File: config.mk
export PLATFORM = sky130hd
export DESIGN_NAME = fifo_width_adapter
export DESIGN_NICKNAME = d
export VERILOG_FILES = /design/src/rtl/fwa_pkg.sv /design/src/rtl/fwa_cfg_latch.sv /design/src/rtl/fwa_wr_packer.sv /design/src/rtl/fwa_rd_unpacker.sv /design/src/rtl/fifo_width_adapter.sv
export SDC_FILE = /design/constraint.sdc
export NUM_CORES = 1
export LEC_CHECK = 0
export CORE_MARGIN = 2
export CORE_UTILIZATION = 50
export DETAILED_ROUTE_END_ITERATION = 10
export HOLD_SLACK_MARGIN = 0.05
export PLACE_DENSITY_LB_ADDON = 0.25
export SLEW_MARGIN = 20
export SYNTH_ARGS = -nofsm -noshare
export SYNTH_HDL_FRONTEND = slang
export SYNTH_SLANG_ARGS = --single-unit
File: constraint.sdc
create_clock -name clk -period 5 [get_ports clk]
set_clock_uncertainty 0.05 [all_clocks]
set_input_delay 1 -clock clk [delete_from_list [all_inputs] [get_ports clk]]
set_output_delay 1 -clock clk [all_outputs]
set_load 0.01 [all_outputs]
File: src/rtl/fwa_pkg.sv
package fwa_pkg;

  typedef enum logic [1:0] {
    WM_WIDE = 2'd0,
    WM_PACK = 2'd1,
    WM_PASS = 2'd2
  } wr_mode_e;

  typedef enum logic [1:0] {
    RM_WIDE   = 2'd0,
    RM_UNPACK = 2'd1,
    RM_PASS   = 2'd2
  } rd_mode_e;

  typedef struct packed {
    logic wr_narrow;
    logic rd_narrow;
    logic little;
  } port_cfg_t;

  function automatic wr_mode_e wr_mode_of(port_cfg_t c);
    if (!c.wr_narrow)     return WM_WIDE;
    else if (c.rd_narrow) return WM_PASS;
    else                  return WM_PACK;
  endfunction

  function automatic rd_mode_e rd_mode_of(port_cfg_t c);
    if (!c.rd_narrow)     return RM_WIDE;
    else if (c.wr_narrow) return RM_PASS;
    else                  return RM_UNPACK;
  endfunction

endpackage

File: src/rtl/fwa_cfg_latch.sv
module fwa_cfg_latch
  import fwa_pkg::*;
(
  input  logic      clk,
  input  logic      rst,
  input  port_cfg_t cfg_in,
  output port_cfg_t cfg_q,
  output wr_mode_e  wr_mode,
  output rd_mode_e  rd_mode
);

  // Configuration is only loaded while master reset is asserted.
  always_ff @(posedge clk) begin
    if (rst) cfg_q <= cfg_in;
  end

  assign wr_mode = wr_mode_of(cfg_q);
  assign rd_mode = rd_mode_of(cfg_q);

endmodule

File: src/rtl/fwa_wr_packer.sv
module fwa_wr_packer
  import fwa_pkg::*;
#(
  parameter int DATA_W = 18
) (
  input  logic              clk,
  input  logic              rst,
  input  wr_mode_e          wr_mode,
  input  logic              little,
  input  logic              wr_en,
  input  logic [DATA_W-1:0] wr_data,
  output logic              st_wr_en,
  output logic [DATA_W-1:0] st_wr_data
);

  localparam int HALF_W = DATA_W / 2;

  logic              half_pending;
  logic [HALF_W-1:0] held;
  logic [HALF_W-1:0] lo_in;

  assign lo_in = wr_data[HALF_W-1:0];

  always_ff @(posedge clk) begin
    if (rst) begin
      half_pending <= 1'b0;
      held         <= '0;
      st_wr_en     <= 1'b0;
      st_wr_data   <= '0;
    end else begin
      st_wr_en <= 1'b0;
      if (wr_en) begin
        case (wr_mode)
          WM_WIDE: begin
            st_wr_en   <= 1'b1;
            st_wr_data <= wr_data;
          end
          WM_PASS: begin
            st_wr_en   <= 1'b1;
            st_wr_data <= {{HALF_W{1'b0}}, lo_in};
          end
          WM_PACK: begin
            if (!half_pending) begin
              held         <= lo_in;
              half_pending <= 1'b1;
            end else begin
              half_pending <= 1'b0;
              st_wr_en     <= 1'b1;
              st_wr_data   <= little ? {lo_in, held} : {held, lo_in};
            end
          end
          default: ;
        endcase
      end
    end
  end

endmodule

File: src/rtl/fwa_rd_unpacker.sv
module fwa_rd_unpacker
  import fwa_pkg::*;
#(
  parameter int DATA_W = 18
) (
  input  logic              clk,
  input  logic              rst,
  input  rd_mode_e          rd_mode,
  input  logic              little,
  input  logic              rd_en,
  input  logic              st_rd_valid,
  input  logic [DATA_W-1:0] st_rd_data,
  output logic              st_rd_req,
  output logic [DATA_W-1:0] rd_data,
  output logic              rd_valid
);

  localparam int HALF_W = DATA_W / 2;

  logic              second_pending;
  logic [HALF_W-1:0] held_second;
  logic [HALF_W-1:0] word_hi;
  logic [HALF_W-1:0] word_lo;
  logic              serve_second;

  assign word_hi      = st_rd_data[DATA_W-1:HALF_W];
  assign word_lo      = st_rd_data[HALF_W-1:0];
  assign serve_second = (rd_mode == RM_UNPACK) && second_pending;
  assign st_rd_req    = rd_en && !serve_second;

  always_ff @(posedge clk) begin
    if (rst) begin
      second_pending <= 1'b0;
      held_second    <= '0;
      rd_data        <= '0;
      rd_valid       <= 1'b0;
    end else begin
      rd_valid <= 1'b0;
      if (st_rd_valid) begin
        rd_valid <= 1'b1;
        case (rd_mode)
          RM_WIDE:   rd_data <= st_rd_data;
          RM_PASS:   rd_data <= {{HALF_W{1'b0}}, word_lo};
          RM_UNPACK: begin
            rd_data        <= {{HALF_W{1'b0}}, little ? word_lo : word_hi};
            held_second    <= little ? word_hi : word_lo;
            second_pending <= 1'b1;
          end
          default: ;
        endcase
      end else if (rd_en && serve_second) begin
        rd_valid       <= 1'b1;
        rd_data        <= {{HALF_W{1'b0}}, held_second};
        second_pending <= 1'b0;
      end
    end
  end

endmodule

File: src/rtl/fifo_width_adapter.sv
module fifo_width_adapter
  import fwa_pkg::*;
#(
  parameter int DATA_W = 18
) (
  input  logic              clk,
  input  logic              rst,
  input  logic              cfg_wr_narrow,
  input  logic              cfg_rd_narrow,
  input  logic              cfg_little,
  input  logic              wr_en,
  input  logic [DATA_W-1:0] wr_data,
  output logic              st_wr_en,
  output logic [DATA_W-1:0] st_wr_data,
  input  logic              rd_en,
  output logic [DATA_W-1:0] rd_data,
  output logic              rd_valid,
  output logic              st_rd_req,
  input  logic              st_rd_valid,
  input  logic [DATA_W-1:0] st_rd_data
);

  port_cfg_t cfg_in;
  port_cfg_t cfg_q;
  wr_mode_e  wr_mode;
  rd_mode_e  rd_mode;

  assign cfg_in = '{wr_narrow: cfg_wr_narrow, rd_narrow: cfg_rd_narrow, little: cfg_little};

  fwa_cfg_latch u_cfg (
    .clk     (clk),
    .rst     (rst),
    .cfg_in  (cfg_in),
    .cfg_q   (cfg_q),
    .wr_mode (wr_mode),
    .rd_mode (rd_mode)
  );

  fwa_wr_packer #(.DATA_W(DATA_W)) u_pack (
    .clk        (clk),
    .rst        (rst),
    .wr_mode    (wr_mode),
    .little     (cfg_q.little),
    .wr_en      (wr_en),
    .wr_data    (wr_data),
    .st_wr_en   (st_wr_en),
    .st_wr_data (st_wr_data)
  );

  fwa_rd_unpacker #(.DATA_W(DATA_W)) u_unpack (
    .clk         (clk),
    .rst         (rst),
    .rd_mode     (rd_mode),
    .little      (cfg_q.little),
    .rd_en       (rd_en),
    .st_rd_valid (st_rd_valid),
    .st_rd_data  (st_rd_data),
    .st_rd_req   (st_rd_req),
    .rd_data     (rd_data),
    .rd_valid    (rd_valid)
  );

endmodule

* Yosys cells after proc, flatten, opt, wreduce, memory -nomap -nowiden
Index checks and enable logic that the tools add are counted.
** Cells by class
- Reductions and logical operators :: 16
- Bitwise operators :: 2
- Equal/unequal tests :: 7
- Muxes and demuxes :: 20
** Operators with widths (number)
- $pmux 18 s3 :: 2
- $mux 18 :: 4
- $mux 9 :: 2
- $mux 2 :: 4
- $reduce_and 2->1 :: 4
- $mux 1 :: 7
- $reduce_and 3->1 :: 2
- $eq 2x1->1 const B :: 2
- $eq 2x2->1 const B :: 2
- $logic_not 2->1 :: 2
- $ne 2x1->1 const B :: 2
- $ne 4x1->1 const B :: 1
- $reduce_or 2->1 :: 2
- $logic_and 1x1->1 :: 3
- $reduce_bool 3->1 :: 1
- $not 1->1 :: 2
- $pmux 1 s2 :: 1
- $reduce_bool 2->1 :: 1
- $logic_not 1->1 :: 1
** Word-level totals
- Word-level logic and storage cells :: 56
- Output and inout bits :: 39
- Input bits :: 44
- Bits in registers :: 61

* Logic depth before layout (Yosys ltp)
Gate-level depths: netlist of run 1.
- Depth in word-level cells :: 7
- Gate-level depth with buffers :: 6
- Gate-level depth less buffers :: 3

* By module
Synthesis of run 1 repeated with hierarchy kept, for this count alone.
** Second synthesis, totals
- Cells, all modules :: 339
- Area total of the unflattened synthesis :: 3200.6 um2
** Modules (own cells, without submodules)
- fwa_wr_packer :: area an instance 1594.0 um2, sequential area each 580.6 um2, cells each 161, instances 1
- fwa_rd_unpacker :: area an instance 1486.4 um2, sequential area each 580.6 um2, cells each 171, instances 1
- fwa_cfg_latch :: area an instance 120.1 um2, sequential area each 90.1 um2, cells each 7, instances 1

* Worst setup path after synthesis of run 1
Ideal clock, no wire load.
- Kind :: in2out
- Start :: in rd_en
- End :: out st_rd_req
- Data arrival time :: 1.247 ns
- Slack :: 2.703 ns
- Stages :: 2
- Path buffers :: 0
- Data required time :: 3.950 ns
- Cell sequence :: inv_1 -> a31oi_1
** On the way
- Word-level cells in the longest chain between the ends :: 1
** Ends and longest elaborated chain
- start, declared :: line fifo_width_adapter.sv:15 : input logic rd_en,
- $logic_and 1x1->1 :: line fwa_rd_unpacker.sv:29 : assign st_rd_req = rd_en && !serve_second;
- end, declared :: line fifo_width_adapter.sv:18 : output logic st_rd_req,
No other way between the ends.

* Worst setup path in the final report of run 1
Same ends and word-level chain as after synthesis.

==> results by group, run 1 <==
CTS
  • Clk sinks: 61
  • Hold_buf cts: 0
  • Setup bufs post-CTS: 0
  • H-tree depth: 3
  • Root buffer cell: clkbuf_8
  • Clock Path Buffers: 2
  • CTS tree: built
  • CTS buffer count: 9
  • Clk pin slew, worst setup/hold paths: 60 ps
  • CTS resizes: 0
  • Clk Latency, worst-skew pair: 340 ps

Layout
  • # diodes: 0
  • Fraction of layout cells with a size suffix above 1: 0.113
  • Fin cells: 425
  • Synth-to-Final Area Change: 34.9%
  • Nets: 394
  • Fin area: 0.00370 sq mm
  • Fin util: 0.710

Timing
  • Final setup violation count: 0
  • Slew @ Worst Pin: 1100 ps
  • Fin worst setup slack: 1710 ps
  • Min cycle time layout: 3290 ps
  • Setup TNS: 0 ps
  • Final hold viol count: 0
  • Final slew viol count: 0
  • Max Clock Freq: 0.304 GHz
  • Relative slew slack: 0.268
  • Period utilization: 0.659
  • RSZ-0062 raised after global routing: no

Critical path
  • Setup crit start kind: input port
  • Slowest-stage cell, CP: clkdlybuf4s50_1
  • Number of buffer and inverter stages on the critical path: 3
  • Most used cell, CP: clkdlybuf4s50_1
  • Delay-heaviest family, CP: buffers and inverters
  • Critical path required time: 3950 ps
  • CP endpoint kind: primary output
  • Worst Setup Path Type: in -> out
  • Slowest stage delay, CP: 560 ps
  • Critical Path AT: 2240 ps
  • Crit Path Max Fanout: 3
  • Crit-path cells: clkdlybuf4s50_1, inv_1, a31oi_1, clkdlybuf4s50_1

Floorplan
  • Core Region: 0.00520 sq mm
  • Die width: 78.0 microns
  • Die height: 78.0 microns
  • # IOs: 83
  • Total Die Area: 0.00609 sq mm
  • Initial Utilization: 0.526
  • Site row count: 26

Placement
  • Port Buffers: 82
  • Area after DPL: 0.00350 sq mm
  • Post-Place Setup Slack: 1710 ps
  • Placed instance count: 408
  • Gpl congestion: 0.840
  • HPWL after DPL: 4620 microns

GRT
  • First-pass GRT wire length: 11100 microns
  • GRT overflow: 0
  • Vias in the first global route: 2375
  • Initial antenna violation count: 0
  • GR Util All Layers: 0.232
  • Largest net degree at the start of global routing: 55

Logic synthesis
  • Yosys top cell by area: dfxtp_1
  • Synth warnings: 0
  • Count of cell types in the netlist: 34
  • Main area contributors after synthesis: dfxtp_1, mux2i_1, a21oi_1
  • Yosys reg bits: 61
  • Sequential area share after synthesis: 0.457
  • Netlist Area Pre-Place: 0.00274 sq mm
  • Count of mapped cells out of synthesis: 284
  • Synth top area share: 0.424
  • Post-Syn Nets: 328
  • Average size of a mapped cell: 9.65 sq um

Detailed routing
  • Vias/cell: 5.73
  • Remaining antenna violation count: 0
  • Initial drt markers: 174
  • Wire per inst: 16.4 microns
  • Total Wirelength: 6990 microns
  • DRC viols: 0
  • Vias: 2434
  • TritonRoute pass-1 iters: 4

Hold path
  • HP Class: reg -> reg

Power and ir drop
  • Peak VDD IR: 0.000185 V
  • Leak pwr: 0.00137 uW
  • PwrDens: 318 mW/mm^2

Flow run
  • Max Cap Viol: 0

Status
  • Status: finished clean
-- area by class of cell --
cell class	count	area [sq um]
multi-input combinational	192	1330
tap	70	87.6
sequential	61	1250
timing repair buffer	83	831
fill	420	1510
clock inverter	6	55.1
clock buffer	10	128
inverter	3	11.3
-- worst paths after layout --
| kind | endpoint | cells after the start | slack [ps] | from |
|---|---|---|---|---|
| worst max-delay path | st_rd_req | 4 | 1710 | rd_en |
| worst min-delay path | u_pack.held[5] | 2 | 420 | u_pack.held[5] |
| worst max register to register | u_unpack.rd_data[6] | 3 | 2680 | u_cfg.cfg_q[0] |
| worst min register to register | u_pack.held[5] | 2 | 420 | u_pack.held[5] |
-- cells in the mapped netlist (all sizes together) --
| cell type | instances |
|---|---|
| a211oi | 18 |
| nand4b | 1 |
| dfxtp | 58 |
| o22ai | 9 |
| and2 | 1 |
| nor2 | 19 |
| mux2 | 9 |
| and3b | 2 |
| nor3b | 1 |
| clkinv | 2 |
| inv | 1 |
| a21bo | 1 |
| a21oi | 30 |
| nand2b | 1 |
| clkbuf | 15 |
| or2 | 1 |
| nand4bb | 1 |
| edfxtp | 3 |
| or3b | 1 |
| nor2b | 3 |
| a32oi | 9 |
| nand2 | 36 |
| buf | 13 |
| a22oi | 9 |
| and4bb | 1 |
| mux2i | 27 |
| nand3b | 2 |
| a31oi | 1 |
| a311oi | 9 |
-- registers in the layout, indices dropped and copies added, names as in the netlist --
| register | count |
|---|---|
| u_pack.half_pending | 1 |
| u_pack.held | 9 |
| u_cfg.cfg_q | 3 |
| u_unpack.held_second | 9 |
| u_pack.st_wr_en | 1 |
| u_unpack.second_pending | 1 |
| u_pack.st_wr_data | 18 |
| u_unpack.rd_data | 18 |
| u_unpack.rd_valid | 1 |
-- worst register-to-register path, cell delays in order (launching register included) --
cell and delay (ps):
edfxtp_1 810, nor3b_2 940, mux2i_1 290, o22ai_1 110
-- cells by family after synthesis --
logic type             synth area share
and+or+nand+nor                   0.120
buffers and inverters            0.0589
muxes                             0.136
DFF                               0.457
AOI/OAI and AO/OA                 0.229
-- stage by stage --
stage / hold WS, ps / total power, uW
2_1_floorplan: 397 / 671
3_3_place_gp: 405 / 767
3_5_place_dp: 412 / 770
4_1_cts: 421 / 1180
5_1_grt: 454 / 1220
6_report: 422 / 1180
-- where the power goes --
group	total (uW)	internal, uW	leakage [uW]	switching (uW)
logic	213	115	0.000768	97.5
registers	548	523	0.000506	25.5
clock network	414	226	0.0000996	188
total	1180	864	0.00137	311
-- cells in the final DEF, fill, tap and decap left out, types with 19 or more instances in the layout --
master and instances:
clkdlybuf4s50_1 81, dfxtp_1 58, nand2_1 36, a21oi_1 30, mux2i_1 27, nor2_1 19
-- routing by layer --
| metal | up-vias | GRT usage | part of all wire |
|---|---|---|---|
| met2 | 87 | 0.387 | 0.49 |
| li1 | 1180 | - | - |
| met4 | 0 | 0.0965 | 0.023 |
| met5 | - | 0 | 0 |
| met1 | 1156 | 0.281 | 0.42 |
| met3 | 11 | 0.0690 | 0.073 |
(Power assumes the default switching activity.)
==> run 2: changes to the inputs <==
--- a/config.mk
+++ b/config.mk
@@ -6,7 +6,7 @@
 export NUM_CORES = 1
 export LEC_CHECK = 0
 export CORE_MARGIN = 2
-export CORE_UTILIZATION = 50
+export CORE_UTILIZATION = 42
 export DETAILED_ROUTE_END_ITERATION = 10
 export HOLD_SLACK_MARGIN = 0.05
 export PLACE_DENSITY_LB_ADDON = 0.25
==> constraint.sdc (replaced) <==
create_clock -name clk -period 2.9 [get_ports clk]
set_clock_uncertainty 0.05 [all_clocks]
set_input_delay 0.58 -clock clk [delete_from_list [all_inputs] [get_ports clk]]
set_output_delay 0.58 -clock clk [all_outputs]
set_load 0.01 [all_outputs]
==> run 2 against run 1 <==
Flip-flop and latch count stayed put. Critical path depth stayed put. Largest cell class unchanged. Final cell count is 2.6% higher. Sequential power is 72% higher. Clock power is 55% higher. Global-route usage is 2.1 points lower. Routed wire length is 5.0% higher. Count of clock-buffer cells in the layout is 3 higher. Largest power group unchanged.
==> results by group, run 2 (synthesis gave the netlist of run 1 again) <==
Status
  • Status: finished clean

GRT
  • First-pass GRT wire length: 11800 microns
  • Vias in the first global route: 2335
  • Largest net degree at the start of global routing: 37
  • Initial antenna violation count: 0
  • GR Util All Layers: 0.211
  • GRT overflow: 0

Timing
  • Period utilization: 0.845
  • Final slew viol count: 0
  • Min cycle time layout: 2450 ps
  • Final setup violation count: 0
  • Setup TNS: 0 ps
  • RSZ-0062 raised after global routing: no
  • Relative slew slack: 0.271
  • Slew @ Worst Pin: 1090 ps
  • Max Clock Freq: 0.408 GHz
  • Final hold viol count: 0
  • Fin worst setup slack: 449 ps

Critical path
  • Critical path required time: 2270 ps
  • Worst Setup Path Type: in -> out
  • Crit-path cells: clkdlybuf4s50_1, inv_1, a31oi_1, clkdlybuf4s50_1
  • CP endpoint kind: primary output
  • FF-to-FF Start: u_cfg.cfg_q[0]
  • Slowest stage delay, CP: 560 ps
  • Critical Path AT: 1820 ps
  • Slowest-stage cell, CP: clkdlybuf4s50_1
  • R2r worst-path depth: 3
  • Setup crit start kind: input port
  • Critical R2R Capture: u_pack.st_wr_data[4]
  • Crit Path Max Fanout: 3
  • Worst reg-to-reg setup slack: 810 ps
  • Most used cell, CP: clkdlybuf4s50_1

Detailed routing
  • Vias: 2388
  • DRC viols: 0
  • TritonRoute pass-1 iters: 4
  • Total Wirelength: 7340 microns
  • Remaining antenna violation count: 0
  • Wire per inst: 16.8 microns
  • Initial drt markers: 121
  • Vias/cell: 5.48

CTS
  • Root buffer cell: clkbuf_8
  • CTS buffer count: 9
  • Hold_buf cts: 0
  • Setup bufs post-CTS: 0
  • Clk pin slew, worst setup/hold paths: 70 ps
  • CTS tree: built
  • Clk sinks: 61
  • Clk Latency, worst-skew pair: 340 ps
  • Clock Path Buffers: 2
  • CTS resizes: 0
  • H-tree depth: 3

Floorplan
  • Die height: 84.8 microns
  • Site row count: 29
  • Initial Utilization: 0.434
  • Total Die Area: 0.00719 sq mm
  • # IOs: 83
  • Die width: 84.8 microns
  • Core Region: 0.00631 sq mm

Hold path
  • Hold EP: u_pack.held[3]
  • HP Class: reg -> reg
  • HP Start: u_pack.held[3]
  • Hold Path Cell Cnt: 2

Layout
  • Fill count: 583
  • Nets: 399
  • Fraction of layout cells with a size suffix above 1: 0.117
  • Area occupied by multi-input gates: 0.00133 sq mm
  • # diodes: 0
  • Commonest non-fill, non-tap cell in the layout: clkdlybuf4s50_1
  • Top flop regs: u_pack.st_wr_data (18), u_unpack.rd_data (18)
  • FF+latch area: 0.00125 sq mm
  • Most frequent cells in the layout: clkdlybuf4s50_1, dfxtp_1, nand2_1
  • Fin util: 0.588
  • Synth-to-Final Area Change: 35.4%

Power and ir drop
  • Overall Power: 1960 uW
  • Peak VDD IR: 0.000375 V
  • Leak pwr: 0.00138 uW
  • PwrDens: 528 mW/mm^2

Flow run
  • Max Cap Viol: 0

Placement
  • Port Buffers: 82
  • HPWL after DPL: 5020 microns
  • Gpl congestion: 0.762
  • Post-Place Setup Slack: 429 ps
## run 2: layer usage
| layer | GRT usage | part of all wire |
|---|---|---|
| met4 | 0.0823 | 0.014 |
| met1 | 0.262 | 0.44 |
| met2 | 0.353 | 0.50 |
| met5 | 0 | 0 |
| met3 | 0.0521 | 0.052 |
## run 2: power breakdown
| part | switching [uW] | internal (uW) | leakage (uW) |
|---|---|---|---|
| clock | 314 | 327 | 0.0000833 |
| sequential | 42.6 | 901 | 0.000506 |
| combinational | 172 | 203 | 0.000789 |
## run 2: worst max path at each step
| stage | slack [ps] | to | from | depth (start not counted) |
|---|---|---|---|---|
| detailed placement | 430 | st_rd_req | rd_en | 4 |
| global placement | 470 | st_rd_req | rd_en | 4 |
| CTS | 430 | st_rd_req | rd_en | 4 |
| finish | 450 | st_rd_req | rd_en | 4 |
| global route | 390 | st_rd_req | u_cfg.cfg_q[2] | 3 |
| floorplan | 1180 | st_rd_req | u_cfg.cfg_q[2] | 3 |
## run 2: cell type report
cell class,count,area share
Clock buffer,13,0.0401
Clock inverter,2,0.00270
Inverter,3,0.00303
Multi-Input combinational cell,192,0.359
Sequential cell,61,0.337
Tap cell,77,0.0260
Timing Repair Buffer,88,0.232
## run 2: stage by stage
stage	hold slack, ps	std cells	cell area [sq um]
after detailed placement	413	421	3550
final	420	436	3710
after global routing	443	436	3710
after floorplan	397	284	2740
after CTS	422	436	3710
after global placement	407	421	3550
## run 2: worst max-delay path, delay by kind of cell
kind / cells / cell delay, ps
buf+inv: 3 / 1110
compound gates: 1 / 140
==> run 3: changes to the inputs <==
==> constraint.sdc (replaced) <==
create_clock -name clk -period 2.1 [get_ports clk]
set_clock_uncertainty 0.05 [all_clocks]
set_input_delay 0.42 -clock clk [delete_from_list [all_inputs] [get_ports clk]]
set_output_delay 0.42 -clock clk [all_outputs]
set_load 0.01 [all_outputs]
==> run 3 against run 2 <==
Utilization grew 3.0 points. First-iteration DRC count shrank 11%. Non-clock buffer count grew 9. Sequential power grew 37%. Total power grew 64%. Sequential share of layout area shrank 1.6 points. Final area grew 5.1%. Clock power grew 120%. Routed wire length shrank 0.97%. Combinational power grew 44%. Register-to-register slack lost 450 ps. Setup slack lost 88 ps. Largest cell class unchanged. Largest power group is now the clock network.
==> results by group, run 3 (synthesis gave the netlist of run 1 again) <==
Status
  • Status: finished clean

Placement
  • Gpl congestion: 0.771
  • HPWL after DPL: 4990 microns
  • Port Buffers: 82
  • Post-Place Setup Slack: -1.13 ps

Critical path
  • Critical path required time: 2300 ps
  • Crit Path Max Fanout: 19
  • Critical Path AT: 1940 ps
  • Setup crit start kind: register
  • Worst Setup Path Type: reg -> reg
  • CP endpoint kind: register

GRT
  • Initial antenna violation count: 0
  • GR Util All Layers: 0.206
  • First-pass GRT wire length: 11500 microns
  • Largest net degree at the start of global routing: 23
  • GRT overflow: 0
  • Vias in the first global route: 2353

Detailed routing
  • Wire per inst: 16.3 microns
  • Vias: 2436
  • Remaining antenna violation count: 0
  • TritonRoute pass-1 iters: 4
  • WL met2: 3510 microns
  • Initial drt markers: 108
  • DRC viols: 0
  • WL met1: 3110 microns
  • Vias/cell: 5.46
  • Total Wirelength: 7270 microns
  • Met3 Routed Length: 479 microns
  • Top layer reached by signal wires: met4

Hold path
  • HP Class: in -> reg

Power and ir drop
  • Overall Power: 3210 uW
  • PwrDens: 824 mW/mm^2
  • Leak pwr: 0.00149 uW
  • Peak VDD IR: 0.000479 V

Layout
  • Commonest non-fill, non-tap cell in the layout: clkdlybuf4s50_1
  • Nets: 408
  • Most frequent cells in the layout: clkdlybuf4s50_1, dfxtp_1, nand2_1
  • Fraction of layout cells with a size suffix above 1: 0.149
  • Top flop regs: u_pack.st_wr_data (18), u_unpack.rd_data (18)
  • Fill count: 560
  • # diodes: 0
  • Synth-to-Final Area Change: 42.4%

Timing
  • Relative slew slack: 0.608
  • Min cycle time layout: 1740 ps
  • Final setup violation count: 0
  • Fin worst setup slack: 361 ps
  • Final slew viol count: 0
  • Max Clock Freq: 0.575 GHz
  • Final hold viol count: 0
  • RSZ-0062 raised after global routing: no
  • Period utilization: 0.828
  • Slew @ Worst Pin: 587 ps

Floorplan
  • Die width: 84.8 microns
  • Die height: 84.8 microns
  • Core Region: 0.00631 sq mm
  • Initial Utilization: 0.434
  • # IOs: 83
  • Total Die Area: 0.00719 sq mm
  • Site row count: 29

CTS
  • Clock Path Buffers: 2
  • Clk sinks: 61
  • CTS tree: built
  • CTS buffer count: 9
  • Clk Latency, worst-skew pair: 340 ps
  • Clk pin slew, worst setup/hold paths: 70 ps
  • Root buffer cell: clkbuf_8
  • H-tree depth: 3
  • Hold_buf cts: 0

Flow run
  • Max Cap Viol: 0
-- run 3: repair_timing --
| action | 4_1_cts | 5_1_grt |
|---|---|---|
| hold endpoints to repair | 0 | 0 |
| buffers inserted | 0 | 0 |
| resized for setup | 0 | 1 |
| endpoints found under the setup margin | 0 | 1 |
-- run 3: through the flow --
step | std cells | utilization | cell area [sq um] | hold slack (ps) | setup TNS, ps
6_report | 446 | 0.618 | 3900 | 413 | 0
5_1_grt | 446 | 0.618 | 3900 | 427 | 0
4_1_cts | 446 | 0.618 | 3900 | 405 | 0
3_5_place_dp | 430 | 0.575 | 3630 | 412 | -1.13
3_3_place_gp | 430 | 0.575 | 3630 | 405 | 0
2_1_floorplan | 284 | - | 2740 | 397 | 0
-- run 3: path summary, 6_finish.rpt --
| path | from | endpoint | slack (ps) | cells after the start |
|---|---|---|---|---|
| setup reg to reg | u_cfg.cfg_q[1] | u_pack.st_wr_data[3] | 360 | 4 |
| hold / removal | rst | u_unpack.rd_data[12] | 410 | 2 |
| hold reg to reg | u_pack.held[0] | u_pack.held[0] | 430 | 2 |
| setup / recovery | u_cfg.cfg_q[1] | u_pack.st_wr_data[3] | 360 | 4 |
-- run 3: metal layers --
layer	track usage	vias up
met1	0.254	1131
li1	-	1208
met5	0	-
met4	0.0909	0
met3	0.0580	13
met2	0.335	84
-- run 3: critical path, stage by stage, from the launching register on --
cell      delay, ps
edfxtp_1        460
buf_4           210
or3b_1          390
and2_4          270
a311oi_1        260
-- run 3: final cells by class --
cell class | instances | area (sq um) | area share
Clock inverter | 5 | 104 | 0.0266
Clock buffer | 11 | 163 | 0.0417
Tap cell | 77 | 96.3 | 0.0247
Sequential cell | 61 | 1250 | 0.321
Multi-Input combinational cell | 192 | 1330 | 0.342
Inverter | 3 | 11.3 | 0.00289
Timing Repair Buffer | 97 | 943 | 0.242
-- run 3: power breakdown --
| group | switching [uW] | total, uW | internal [uW] |
|---|---|---|---|
| registers | 50.5 | 1290 | 1240 |
| logic | 248 | 543 | 295 |
| clock network | 484 | 1380 | 893 |
